**src/rtl/bitop_pkg.sv**
```systemverilog
package bitop_pkg;

  localparam int DATA_W = 8;
  localparam int IDX_W  = $clog2(DATA_W);

  localparam logic [7:0] OP_LDM   = 8'h3C;
  localparam logic [7:0] OP_SWAP  = 8'h82;
  localparam logic [7:0] OP_BRA   = 8'h80;
  localparam logic [7:0] OP_SET_T = 8'h32;
  localparam logic [7:0] OP_CLR_T = 8'h12;

  localparam logic [3:0] NIB_BR_ACC  = 4'h3;
  localparam logic [3:0] NIB_BR_ZP   = 4'h7;
  localparam logic [3:0] NIB_MOD_ACC = 4'hB;
  localparam logic [3:0] NIB_MOD_ZP  = 4'hF;

  typedef enum logic [3:0] {
    ST_FETCH, ST_ACC_DUMMY, ST_T_DUMMY, ST_IMM, ST_ZP_ADDR,
    ST_ZP_READ, ST_ZP_WRITE, ST_OFFSET, ST_BR_DUMMY, ST_PAGE_DUMMY
  } state_t;

  typedef enum logic [1:0] {ADDR_PC, ADDR_ZP, ADDR_PAGE} addrSel_t;
  typedef enum logic [1:0] {TMP_HOLD, TMP_RAW, TMP_BITOP, TMP_SWAP} tmpSel_t;

  typedef struct packed {
    addrSel_t addrSel;
    logic     rd;
    logic     wr;
    logic     incPc;
    logic     ldOpcode;
    logic     ldZp;
    logic     ldOffset;
    tmpSel_t  tmpSel;
    logic     accBitop;
    logic     tWrite;
    logic     takeBranch;
  } strobes_t;

  // First state after an opcode fetch; ST_FETCH marks an unimplemented opcode.
  function automatic state_t firstState(input logic [7:0] op);
    state_t s;
    s = ST_FETCH;
    unique case (op[3:0])
      NIB_BR_ACC:  s = ST_OFFSET;
      NIB_BR_ZP:   s = ST_ZP_ADDR;
      NIB_MOD_ACC: s = ST_ACC_DUMMY;
      NIB_MOD_ZP:  s = ST_ZP_ADDR;
      default: begin
        if (op == OP_LDM)                           s = ST_IMM;
        else if (op == OP_SWAP)                     s = ST_ZP_ADDR;
        else if (op == OP_BRA)                      s = ST_OFFSET;
        else if (op == OP_SET_T || op == OP_CLR_T)  s = ST_T_DUMMY;
      end
    endcase
    return s;
  endfunction

endpackage

```
**src/rtl/bitop_ctrl.sv**
```systemverilog
module bitop_ctrl
  import bitop_pkg::*;
(
  input  logic       clk,
  input  logic       rstN,
  input  logic       memReady,
  input  logic [7:0] memRdata,
  input  logic [7:0] opcode,
  input  logic       branchCond,
  input  logic       pageCross,
  output strobes_t   strobes,
  output logic       illegal
);

  state_t state, nextState;
  strobes_t st;

  always_comb begin
    st = '0;
    st.addrSel = ADDR_PC;
    st.tmpSel  = TMP_HOLD;
    nextState  = state;
    unique case (state)
      ST_FETCH: begin
        st.rd = 1'b1; st.incPc = 1'b1; st.ldOpcode = 1'b1;
        nextState = firstState(memRdata);
      end
      ST_ACC_DUMMY: begin
        st.rd = 1'b1; st.accBitop = 1'b1;
        nextState = ST_FETCH;
      end
      ST_T_DUMMY: begin
        st.rd = 1'b1; st.tWrite = 1'b1;
        nextState = ST_FETCH;
      end
      ST_IMM: begin
        st.rd = 1'b1; st.incPc = 1'b1; st.tmpSel = TMP_RAW;
        nextState = ST_ZP_ADDR;
      end
      ST_ZP_ADDR: begin
        st.rd = 1'b1; st.incPc = 1'b1; st.ldZp = 1'b1;
        nextState = (opcode == OP_LDM) ? ST_ZP_WRITE : ST_ZP_READ;
      end
      ST_ZP_READ: begin
        st.rd = 1'b1; st.addrSel = ADDR_ZP;
        if (opcode == OP_SWAP)               st.tmpSel = TMP_SWAP;
        else if (opcode[3:0] == NIB_BR_ZP)   st.tmpSel = TMP_RAW;
        else                                 st.tmpSel = TMP_BITOP;
        nextState = (opcode[3:0] == NIB_BR_ZP) ? ST_OFFSET : ST_ZP_WRITE;
      end
      ST_ZP_WRITE: begin
        st.wr = 1'b1; st.addrSel = ADDR_ZP;
        nextState = ST_FETCH;
      end
      ST_OFFSET: begin
        st.rd = 1'b1; st.incPc = 1'b1; st.ldOffset = 1'b1;
        nextState = ST_BR_DUMMY;
      end
      ST_BR_DUMMY: begin
        st.rd = 1'b1;
        nextState = ST_FETCH;
        if (opcode == OP_BRA) begin
          if (pageCross) nextState = ST_PAGE_DUMMY;
          else           st.takeBranch = 1'b1;
        end else begin
          st.takeBranch = branchCond;
        end
      end
      ST_PAGE_DUMMY: begin
        st.rd = 1'b1; st.addrSel = ADDR_PAGE; st.takeBranch = 1'b1;
        nextState = ST_FETCH;
      end
      default: nextState = ST_FETCH;
    endcase
  end

  assign strobes = st;

  always_ff @(posedge clk) begin
    if (!rstN) begin
      state   <= ST_FETCH;
      illegal <= 1'b0;
    end else begin
      if (memReady) state <= nextState;
      illegal <= memReady && (state == ST_FETCH) && (firstState(memRdata) == ST_FETCH);
    end
  end

endmodule

```
**src/rtl/bitop_dpath.sv**
```systemverilog
module bitop_dpath
  import bitop_pkg::*;
#(
  parameter int ADDR_W = 16,
  parameter logic [ADDR_W-1:0] RESET_PC = 16'h0200
) (
  input  logic              clk,
  input  logic              rstN,
  input  strobes_t          strobes,
  input  logic              memReady,
  input  logic [7:0]        memRdata,
  output logic [ADDR_W-1:0] memAddr,
  output logic              memRd,
  output logic              memWr,
  output logic [7:0]        memWdata,
  output logic [ADDR_W-1:0] pcOut,
  output logic [7:0]        accOut,
  output logic              tFlag,
  output logic [7:0]        opcode,
  output logic              branchCond,
  output logic              pageCross
);

  localparam int HI_W = ADDR_W - DATA_W;
  localparam logic [ADDR_W-1:0] PC_STEP = 1;

  logic [ADDR_W-1:0] pcQ, target, offExt;
  logic [7:0] accQ, opQ, zpQ, offQ, tmpQ, branchSrc, bitMask;
  logic tQ;
  logic [IDX_W-1:0] bitIdx;
  logic clrSense;

  assign bitIdx   = opQ[7:5];
  assign clrSense = opQ[4];
  assign bitMask  = 8'b1 << bitIdx;

  function automatic logic [7:0] applyBit(input logic [7:0] v, input logic [7:0] m,
                                          input logic clr);
    return clr ? (v & ~m) : (v | m);
  endfunction

  assign offExt    = {{HI_W{offQ[7]}}, offQ};
  assign target    = pcQ + offExt;
  assign pageCross = target[ADDR_W-1:DATA_W] != pcQ[ADDR_W-1:DATA_W];
  assign branchSrc = (opQ[3:0] == NIB_BR_ACC) ? accQ : tmpQ;
  assign branchCond = branchSrc[bitIdx] != clrSense;

  always_comb begin
    unique case (strobes.addrSel)
      ADDR_ZP:   memAddr = {{HI_W{1'b0}}, zpQ};
      ADDR_PAGE: memAddr = {pcQ[ADDR_W-1:DATA_W], target[DATA_W-1:0]};
      default:   memAddr = pcQ;
    endcase
  end

  assign memRd    = strobes.rd;
  assign memWr    = strobes.wr;
  assign memWdata = tmpQ;
  assign pcOut    = pcQ;
  assign accOut   = accQ;
  assign tFlag    = tQ;
  assign opcode   = opQ;

  always_ff @(posedge clk) begin
    if (!rstN) begin
      pcQ <= RESET_PC; accQ <= '0; tQ <= 1'b0;
      opQ <= '0; zpQ <= '0; offQ <= '0; tmpQ <= '0;
    end else if (memReady) begin
      if (strobes.takeBranch)  pcQ <= target;
      else if (strobes.incPc)  pcQ <= pcQ + PC_STEP;
      if (strobes.ldOpcode)    opQ <= memRdata;
      if (strobes.ldZp)        zpQ <= memRdata;
      if (strobes.ldOffset)    offQ <= memRdata;
      unique case (strobes.tmpSel)
        TMP_RAW:   tmpQ <= memRdata;
        TMP_BITOP: tmpQ <= applyBit(memRdata, bitMask, clrSense);
        TMP_SWAP:  tmpQ <= {memRdata[3:0], memRdata[7:4]};
        default:   tmpQ <= tmpQ;
      endcase
      if (strobes.accBitop)    accQ <= applyBit(accQ, bitMask, clrSense);
      if (strobes.tWrite)      tQ <= opQ[5];
    end
  end

endmodule

```
**src/rtl/bitop_unit.sv**
```systemverilog
module bitop_unit
  import bitop_pkg::*;
#(
  parameter int ADDR_W = 16,
  parameter logic [ADDR_W-1:0] RESET_PC = 16'h0200
) (
  input  logic              clk,
  input  logic              rstN,
  output logic [ADDR_W-1:0] memAddr,
  output logic              memRd,
  output logic              memWr,
  output logic [7:0]        memWdata,
  input  logic [7:0]        memRdata,
  input  logic              memReady,
  output logic [ADDR_W-1:0] pcOut,
  output logic [7:0]        accOut,
  output logic              tFlag,
  output logic              illegal
);

  strobes_t strobes;
  logic [7:0] opcode;
  logic branchCond, pageCross;

  bitop_ctrl u_ctrl (
    .clk(clk), .rstN(rstN), .memReady(memReady), .memRdata(memRdata),
    .opcode(opcode), .branchCond(branchCond), .pageCross(pageCross),
    .strobes(strobes), .illegal(illegal)
  );

  bitop_dpath #(.ADDR_W(ADDR_W), .RESET_PC(RESET_PC)) u_dpath (
    .clk(clk), .rstN(rstN), .strobes(strobes), .memReady(memReady),
    .memRdata(memRdata), .memAddr(memAddr), .memRd(memRd), .memWr(memWr),
    .memWdata(memWdata), .pcOut(pcOut), .accOut(accOut), .tFlag(tFlag),
    .opcode(opcode), .branchCond(branchCond), .pageCross(pageCross)
  );

endmodule

```
**config.mk**
```make
export PLATFORM = sky130hd
export DESIGN_NAME = bitop_unit
export DESIGN_NICKNAME = d
export VERILOG_FILES = /design/src/rtl/bitop_pkg.sv /design/src/rtl/bitop_ctrl.sv /design/src/rtl/bitop_dpath.sv /design/src/rtl/bitop_unit.sv
export SDC_FILE = /design/constraint.sdc
export NUM_CORES = 1
export LEC_CHECK = 0
export ABC_CLOCK_PERIOD_IN_PS = 4290
export BUFFER_PORTS_ARGS = -buffer_cell sky130_fd_sc_hd__clkbuf_2
export CORE_ASPECT_RATIO = 0.6
export CORE_MARGIN = 5
export CORE_UTILIZATION = 40
export DETAILED_ROUTE_END_ITERATION = 8
export PLACE_DENSITY = 0.58
export SLEW_MARGIN = 5
export SYNTH_ARGS = -nofsm -noshare
export SYNTH_HDL_FRONTEND = slang
export SYNTH_SLANG_ARGS = --single-unit
export TNS_END_PERCENT = 100
```
**constraint.sdc**
```tcl
create_clock -name clk -period 4.29 [get_ports clk]
set_clock_uncertainty 0.05 [all_clocks]
set_input_delay 0.429 -clock clk [delete_from_list [all_inputs] [get_ports clk]]
set_output_delay 0.429 -clock clk [all_outputs]
set_load 0.005 [all_outputs]
```
* Word level (Yosys, flattened, before mapping)
Index checks and enable logic that the tools add are counted.
** Storage, ports and cells
- Register bits :: 62
- Output and inout port bits :: 52
- Logic and storage cells :: 101
** Operators by class
- Add/subtract/negate cells :: 2
- Order comparisons :: 1
- Equal/unequal tests :: 30
- Shift operators :: 1
- Muxes and demuxes :: 35
- Bitwise logic cells :: 5
- Reductions and logical operators :: 18
** Operators with widths (count)
- 8-bit equality test, second input constant :: 4
- 16-bit 2-to-1 mux :: 2
- 16-bit case mux with 2 select lines :: 1
- 4-bit by 3-bit equality test with 1-bit output, second input constant :: 6
- 8-bit by 6-bit equality test with 1-bit output, second input constant :: 3
- 4-bit 2-to-1 mux :: 6
- 8-bit 2-to-1 mux :: 3
- 4-bit case mux with 6 select lines :: 1
- 8-bit case mux with 3 select lines :: 1
- 16-bit by 1-bit adder with 16-bit output, second input constant :: 1
- 16-bit adder :: 1
- 8-bit AND :: 2
- 4-bit by 2-bit equality test with 1-bit output, second input constant :: 4
- 4-bit equality test, second input constant :: 4
- 8-bit bitwise OR :: 2
- 2-bit AND reduction :: 7
- 1-bit 2-to-1 mux :: 12
- 4-bit case mux with 3 select lines :: 1
- 9-bit OR reduction :: 1
- 8-bit by 5-bit equality test with 1-bit output, second input constant :: 1
- 4-bit logical NOT :: 2
- 2-bit 2-to-1 mux :: 4
- 8-bit != test :: 1
- 8-bit NOT :: 1
- other kinds (15) :: 21

* Logic depth before layout (Yosys ltp)
- Depth in word-level cells :: 10
- Mapped depth :: 13

* Hierarchy
A second synthesis with hierarchy kept.
** Second synthesis, totals
- Cells, all modules :: 652
- Area, all modules :: 4874.7 µm²
** Modules (own cells, without submodules)
- bitop_dpath :: instances 1, cells each 562, area each 4222.8 µm², seq. area each 1141.1 µm²
- bitop_ctrl :: instances 1, cells each 90, area each 651.9 µm², seq. area each 100.1 µm²

* Worst setup path after synthesis
Ideal clock, no wire load.
- Path type :: register -> register
- Start :: register u_dpath.pcQ[0] (netlist: u_dpath.pcOut[0])
- End :: register u_dpath.pcQ[0] (netlist: u_dpath.pcOut[0])
- Arrival :: 3.080 ns
- Slack :: 1.032 ns
- Stages on the path, launching flop included :: 13
- Path buffers :: 0
- Clock period less this slack :: 3.258 ns
- Cell sequence :: dfxtp_1 -> ha_1 -> inv_1 -> fa_1 -> nand2b_1 -> a21o_2 -> a2111o_1 -> o211ai_1 -> xnor2_1 -> nand4_1 -> or3b_4 -> a221oi_2 -> o22ai_1
** On the way
- Cells in the longest elaborated chain, start to end :: 7
- Elaborated cells on any way between the ends :: 10
- Classes of those cells :: add/sub: 2; eq/ne: 1; mux: 5; reduce/logical: 2
** RTL lines
- start, declared :: RTL line bitop_dpath.sv:27 : logic [ADDR_W-1:0] pcQ, target, offExt;
- start signal, assigned :: RTL line bitop_dpath.sv:69 : if (strobes.takeBranch) pcQ <= target;
- start signal, assigned :: RTL line bitop_dpath.sv:70 : else if (strobes.incPc) pcQ <= pcQ + PC_STEP;
- 16-bit adder :: RTL line bitop_dpath.sv:43 : assign target = pcQ + offExt;
- 8-bit != test :: RTL line bitop_dpath.sv:44 : assign pageCross = target[ADDR_W-1:DATA_W] != pcQ[ADDR_W-1:DATA_W];
- 1-bit 2-to-1 mux :: RTL line bitop_ctrl.sv:63 : if (pageCross) nextState = ST_PAGE_DUMMY;
- 1-bit 2-to-1 mux :: RTL line bitop_ctrl.sv:62 : if (opcode == OP_BRA) begin
- 1-bit case mux with 2 select lines :: RTL line bitop_ctrl.sv:23 : unique case (state)
- 2-bit nonzero test (no source line)
- 2-bit AND reduction (no source line)
Several ways; a longest one is shown, not always the timed one. The select of a mux whose other input is x is not followed.
A chain may end at the register's enable or synchronous reset.

* Worst setup path after layout
- Start :: register u_dpath.pcQ[0] (netlist: u_dpath.pcOut[0])
- End :: register u_dpath.pcQ[8] (netlist: u_dpath.pcOut[8])
Same word-level chain as after synthesis.

==> impl_summary.txt <==
----------------------------------------------------
[Status]
  Outcome ... finished clean

[Yosys]
  Total of flip-flops plus latches after synthesis ... 62
  Multiplexer fraction of the synthesized cell area ... 4.71%
  Synthesized-area fraction occupied by and/or/nand/nor cells ... 25.5%
  Register area share after synthesis ... about a quarter
  Gate count of the mapped netlist ... 618
  Fraction of registers with async set/reset ... 0%
  Post-synthesis instance area ... roughly 4700 sq um
  Library cells used by synthesis ... roughly 70
  Number of synthesis warnings ... 0
  Synth Area in Compound Gates ... 28.3%
  Count of flip-flops with a built-in enable after synthesis ... 0
  Dominant combinational cell family by area after synthesis ... compound AO/OA/AOI/OAI gates
  Post-synthesis xor/xnor area fraction ... 4.63%
  Predominant post-synthesis flop cell ... sky130_fd_sc_hd__dfxtp_1
  Post-Synthesis Net Count ... about 650
  Post-synthesis area per instance ... 7.60 sq um
  Adder-cell share of the synthesized area ... 5.22%

[Layout]
  Share of post-route cells with drive strength above 1 ... a little under a fifth
  Total Nets Final ... 691
  Area added between synthesis and finish ... 16.9%
  Antenna diodes ... 0
  Filler cells ... 1139

[Critical path]
  Required time of the critical path ... roughly 4.5 ns
  Worst reg-to-reg path cell count ... 13
  Arrival time of the worst setup path ... roughly 4.0 ns
  Reg2Reg Capture Point ... u_dpath.pcOut[8]
  Critical path launch point ... u_dpath.pcOut[0]
  CP endpoint kind ... register
  Setup crit start kind ... register
  Launch point of the worst reg-to-reg path ... u_dpath.pcOut[0]
  Largest fanout on the critical path ... 9
  Setup CP Type ... reg -> reg
  Reg2Reg Setup Slack ... roughly 0.45 ns

[Power]
  Pwr Density ... just under 300 nW/um^2
  Sequential cell fraction of total power ... 38.5%
  Switching Share ... 25.2%
  Worst-case vdd ir drop ... 0.000203 V
  Power dissipated by switching net loads ... ~0.41 mW
  Share of total power in the clock network ... between 50% and 60%
  Internal power component ... 1.21 mW
  Comb pwr share ... 10.9%
  Leakage power ... 2.20 nW

[Detailed routing]
  Routed length per placed instance ... 20.2 um
  Antenna viol nets, final ... 0
  Initial DRT Pass Iterations ... 6
  Final routed wirelength across all metal layers ... ~17000 um
  DRC ... 0
  Post-DR vias/cell ... 6.13
  Via Count ... 5064
  First DRT Iteration DRCs ... 719

[CTS]
  Buffer type at the clock tree root ... sky130_fd_sc_hd__clkbuf_16
  Post-CTS setup buffers ... 0
  CTS-repair resized insts ... 0
  Worst-skew pair later-pin latency ... 0.33 ns
  Cts hold-fix bufs ... 0
  CTS H-tree lvls ... 3
  Register clock-pin slew on the reported worst setup and hold paths ... 0.05 ns
  Number of sinks driven by the clock tree ... 62
  CTS buffer count ... 9
  Longest Clk Path Bufs ... 2
  Clock tree from TritonCTS ... done

[STA]
  RSZ-0062 raised after global routing ... no
  Shortest clock period the worst path allows after layout ... 3.84 ns
  Period utilisation layout ... about nine tenths
  Relative slew slack ... 24.6%
  Slew of the pin with the lowest slew margin ... between 1 and 1.5 ns
  Maximum clock frequency ... roughly 0.26 GHz
  WHS ... 0.412 ns
  Count of final max-slew check failures ... 0
  Final hold violation count ... 0
  Aggregate negative setup slack ... 0 ns
  Number of failing setup endpoints in the final timing report ... 0

[Floorplan]
  Floorplan core area ... 11400 sq um
  Die width ... 150 um
  Die footprint ... around 14000 sq um
  Height of the die ... 94.0 um
  Row count ... 30
  I/O Pins ... 63
  Starting density of the core ... 41.2%

[Min path]
  Min-delay src ... u_dpath.zpQ[1]
  Worst min-delay path endpoint ... u_dpath.zpQ[1]
  Hold Crit Class ... reg -> reg
  Worst hold stages ... 2

[Place]
  Port Buffers ... 62
  Gpl congestion ... around 0.96
  Half-perimeter wire length of the detailed placement result ... 12700 um

[GRT]
  Number of global-route vias before repair ... 4488
  Wire length of the first global-routing pass ... 25900 um
  Initial antenna violation count ... 0
  Global-route congestion overflow total ... 0
  Pin count of the biggest net entering global routing ... 40
  GR Util All Layers ... 23.7%

[Flow run]
  Number of max-capacitance violations reported ... 0

----------------------------------------------------
==> layout make-up <==
type	instances	area, sq um	share of cell area, %
Inverter	15	56.3	1.02
Sequential cell	62	1240	22.6
Timing Repair Buffer	80	445	8.11
Multi-Input combinational cell	493	3220	58.5
Tap cell	160	200	3.64
Clock inverter	3	65.1	1.18
Clock buffer	13	270	4.92
==> cell families (layout without fill, tap and decap cells) <==
family,after synthesis,in the layout
AOI/OAI and AO/OA,199,199
xor gates and xnor gates,20,20
adders and majority gates,19,19
buffers and inverters,63,111
DFF,62,62
muxes,17,17
and+or+nand+nor,238,238
==> Yosys cell counts (all sizes together), types with 5 or more instances <==
library cell	n	area, sq um
o22ai	5	31.3
ha	18	225
dfxtp	62	1240
and3	9	56.3
a22oi	8	60.1
nor3	17	95.1
buf	13	60.1
a221oi	10	93.8
a31oi	11	68.8
a21oi	58	290
nand4	5	31.3
a311oi	8	70.1
nor2	53	199
a2111oi	6	53.8
a21o	5	40.0
nor4	7	43.8
mux2i	12	120
xnor2	10	87.6
xor2	7	61.3
inv	14	52.6
nand3	40	200
o211ai	10	80.1
o21ai	41	209
nor2b	13	81.3
nand2	60	228
nand2b	7	43.8
or2	5	31.3
a211oi	14	128
clkbuf	35	131
==> placed cells by master, fill, tap and decap left out, types with 12 or more instances in the layout <==
cell type	n
sky130_fd_sc_hd__dfxtp_1	62
sky130_fd_sc_hd__mux2i_1	12
sky130_fd_sc_hd__nor2b_1	13
sky130_fd_sc_hd__ha_1	18
sky130_fd_sc_hd__o21ai_0	40
sky130_fd_sc_hd__nand3_1	40
sky130_fd_sc_hd__nor2_1	53
sky130_fd_sc_hd__clkbuf_2	62
sky130_fd_sc_hd__nor3_1	14
sky130_fd_sc_hd__nand2_1	59
sky130_fd_sc_hd__buf_4	18
sky130_fd_sc_hd__a21oi_1	58
sky130_fd_sc_hd__inv_1	14
==> routing by layer <==
metal / vias up / part of all wire [%] / wire length [um] / GRT usage (%)
li1: 2381 / - / - / -
met3: 15 / 14 / 2360 / 9.21
met4: 0 / 0.80 / 133 / 4.95
met5: - / 0 / 0 / 0
met1: 2354 / 49 / 8140 / 38.1
met2: 314 / 36 / 6070 / 28.3
==> power groups by stage <==
stage               Clock [mW]  Combinational [mW]  Sequential (mW)
CTS                      0.823               0.171            0.619
floorplan                    0               0.123            0.614
finish                   0.816               0.176            0.621
global route             0.852               0.191            0.623
detailed placement           0               0.169            0.631
global placement             0               0.168            0.631
==> metrics by stage <==
step / util [%] / total power, mW / setup slack (ns) / cells / cell area, sq um
after global placement: 45.2 / 0.799 / 0.538 / 810 / 5160
after CTS: 48.1 / 1.61 / 0.549 / 826 / 5490
after global routing: 48.1 / 1.67 / 0.258 / 826 / 5490
after floorplan: - / 0.737 / 1.03 / 618 / 4700
final: 48.1 / 1.61 / 0.446 / 826 / 5490
after detailed placement: 45.2 / 0.800 / 0.613 / 810 / 5160
==> worst max-delay path, cell delays in order, from the launching register on <==
cell,delay [ns]
sky130_fd_sc_hd__dfxtp_1,0.34
sky130_fd_sc_hd__ha_1,0.25
sky130_fd_sc_hd__inv_1,0.08
sky130_fd_sc_hd__fa_1,0.42
sky130_fd_sc_hd__nand2b_1,0.20
sky130_fd_sc_hd__a21o_2,0.24
sky130_fd_sc_hd__a2111o_1,0.37
sky130_fd_sc_hd__o211ai_1,0.22
sky130_fd_sc_hd__xnor2_1,0.17
sky130_fd_sc_hd__nand4_1,0.21
sky130_fd_sc_hd__nor3_2,0.63
sky130_fd_sc_hd__buf_4,0.25
sky130_fd_sc_hd__a2111oi_0,0.06
sky130_fd_sc_hd__nand3b_1,0.21
==> worst max path at each step <==
stage	depth (start not counted)	endpoint	slack [ns]
after floorplan	12	u_dpath.pcOut[0]	1.03
after global placement	13	u_dpath.pcOut[8]	0.54
after detailed placement	13	u_dpath.pcOut[8]	0.61
after CTS	13	u_dpath.pcOut[3]	0.55
after global routing	13	u_dpath.pcOut[3]	0.26
final	13	u_dpath.pcOut[8]	0.45
(Power assumes the default switching activity.)
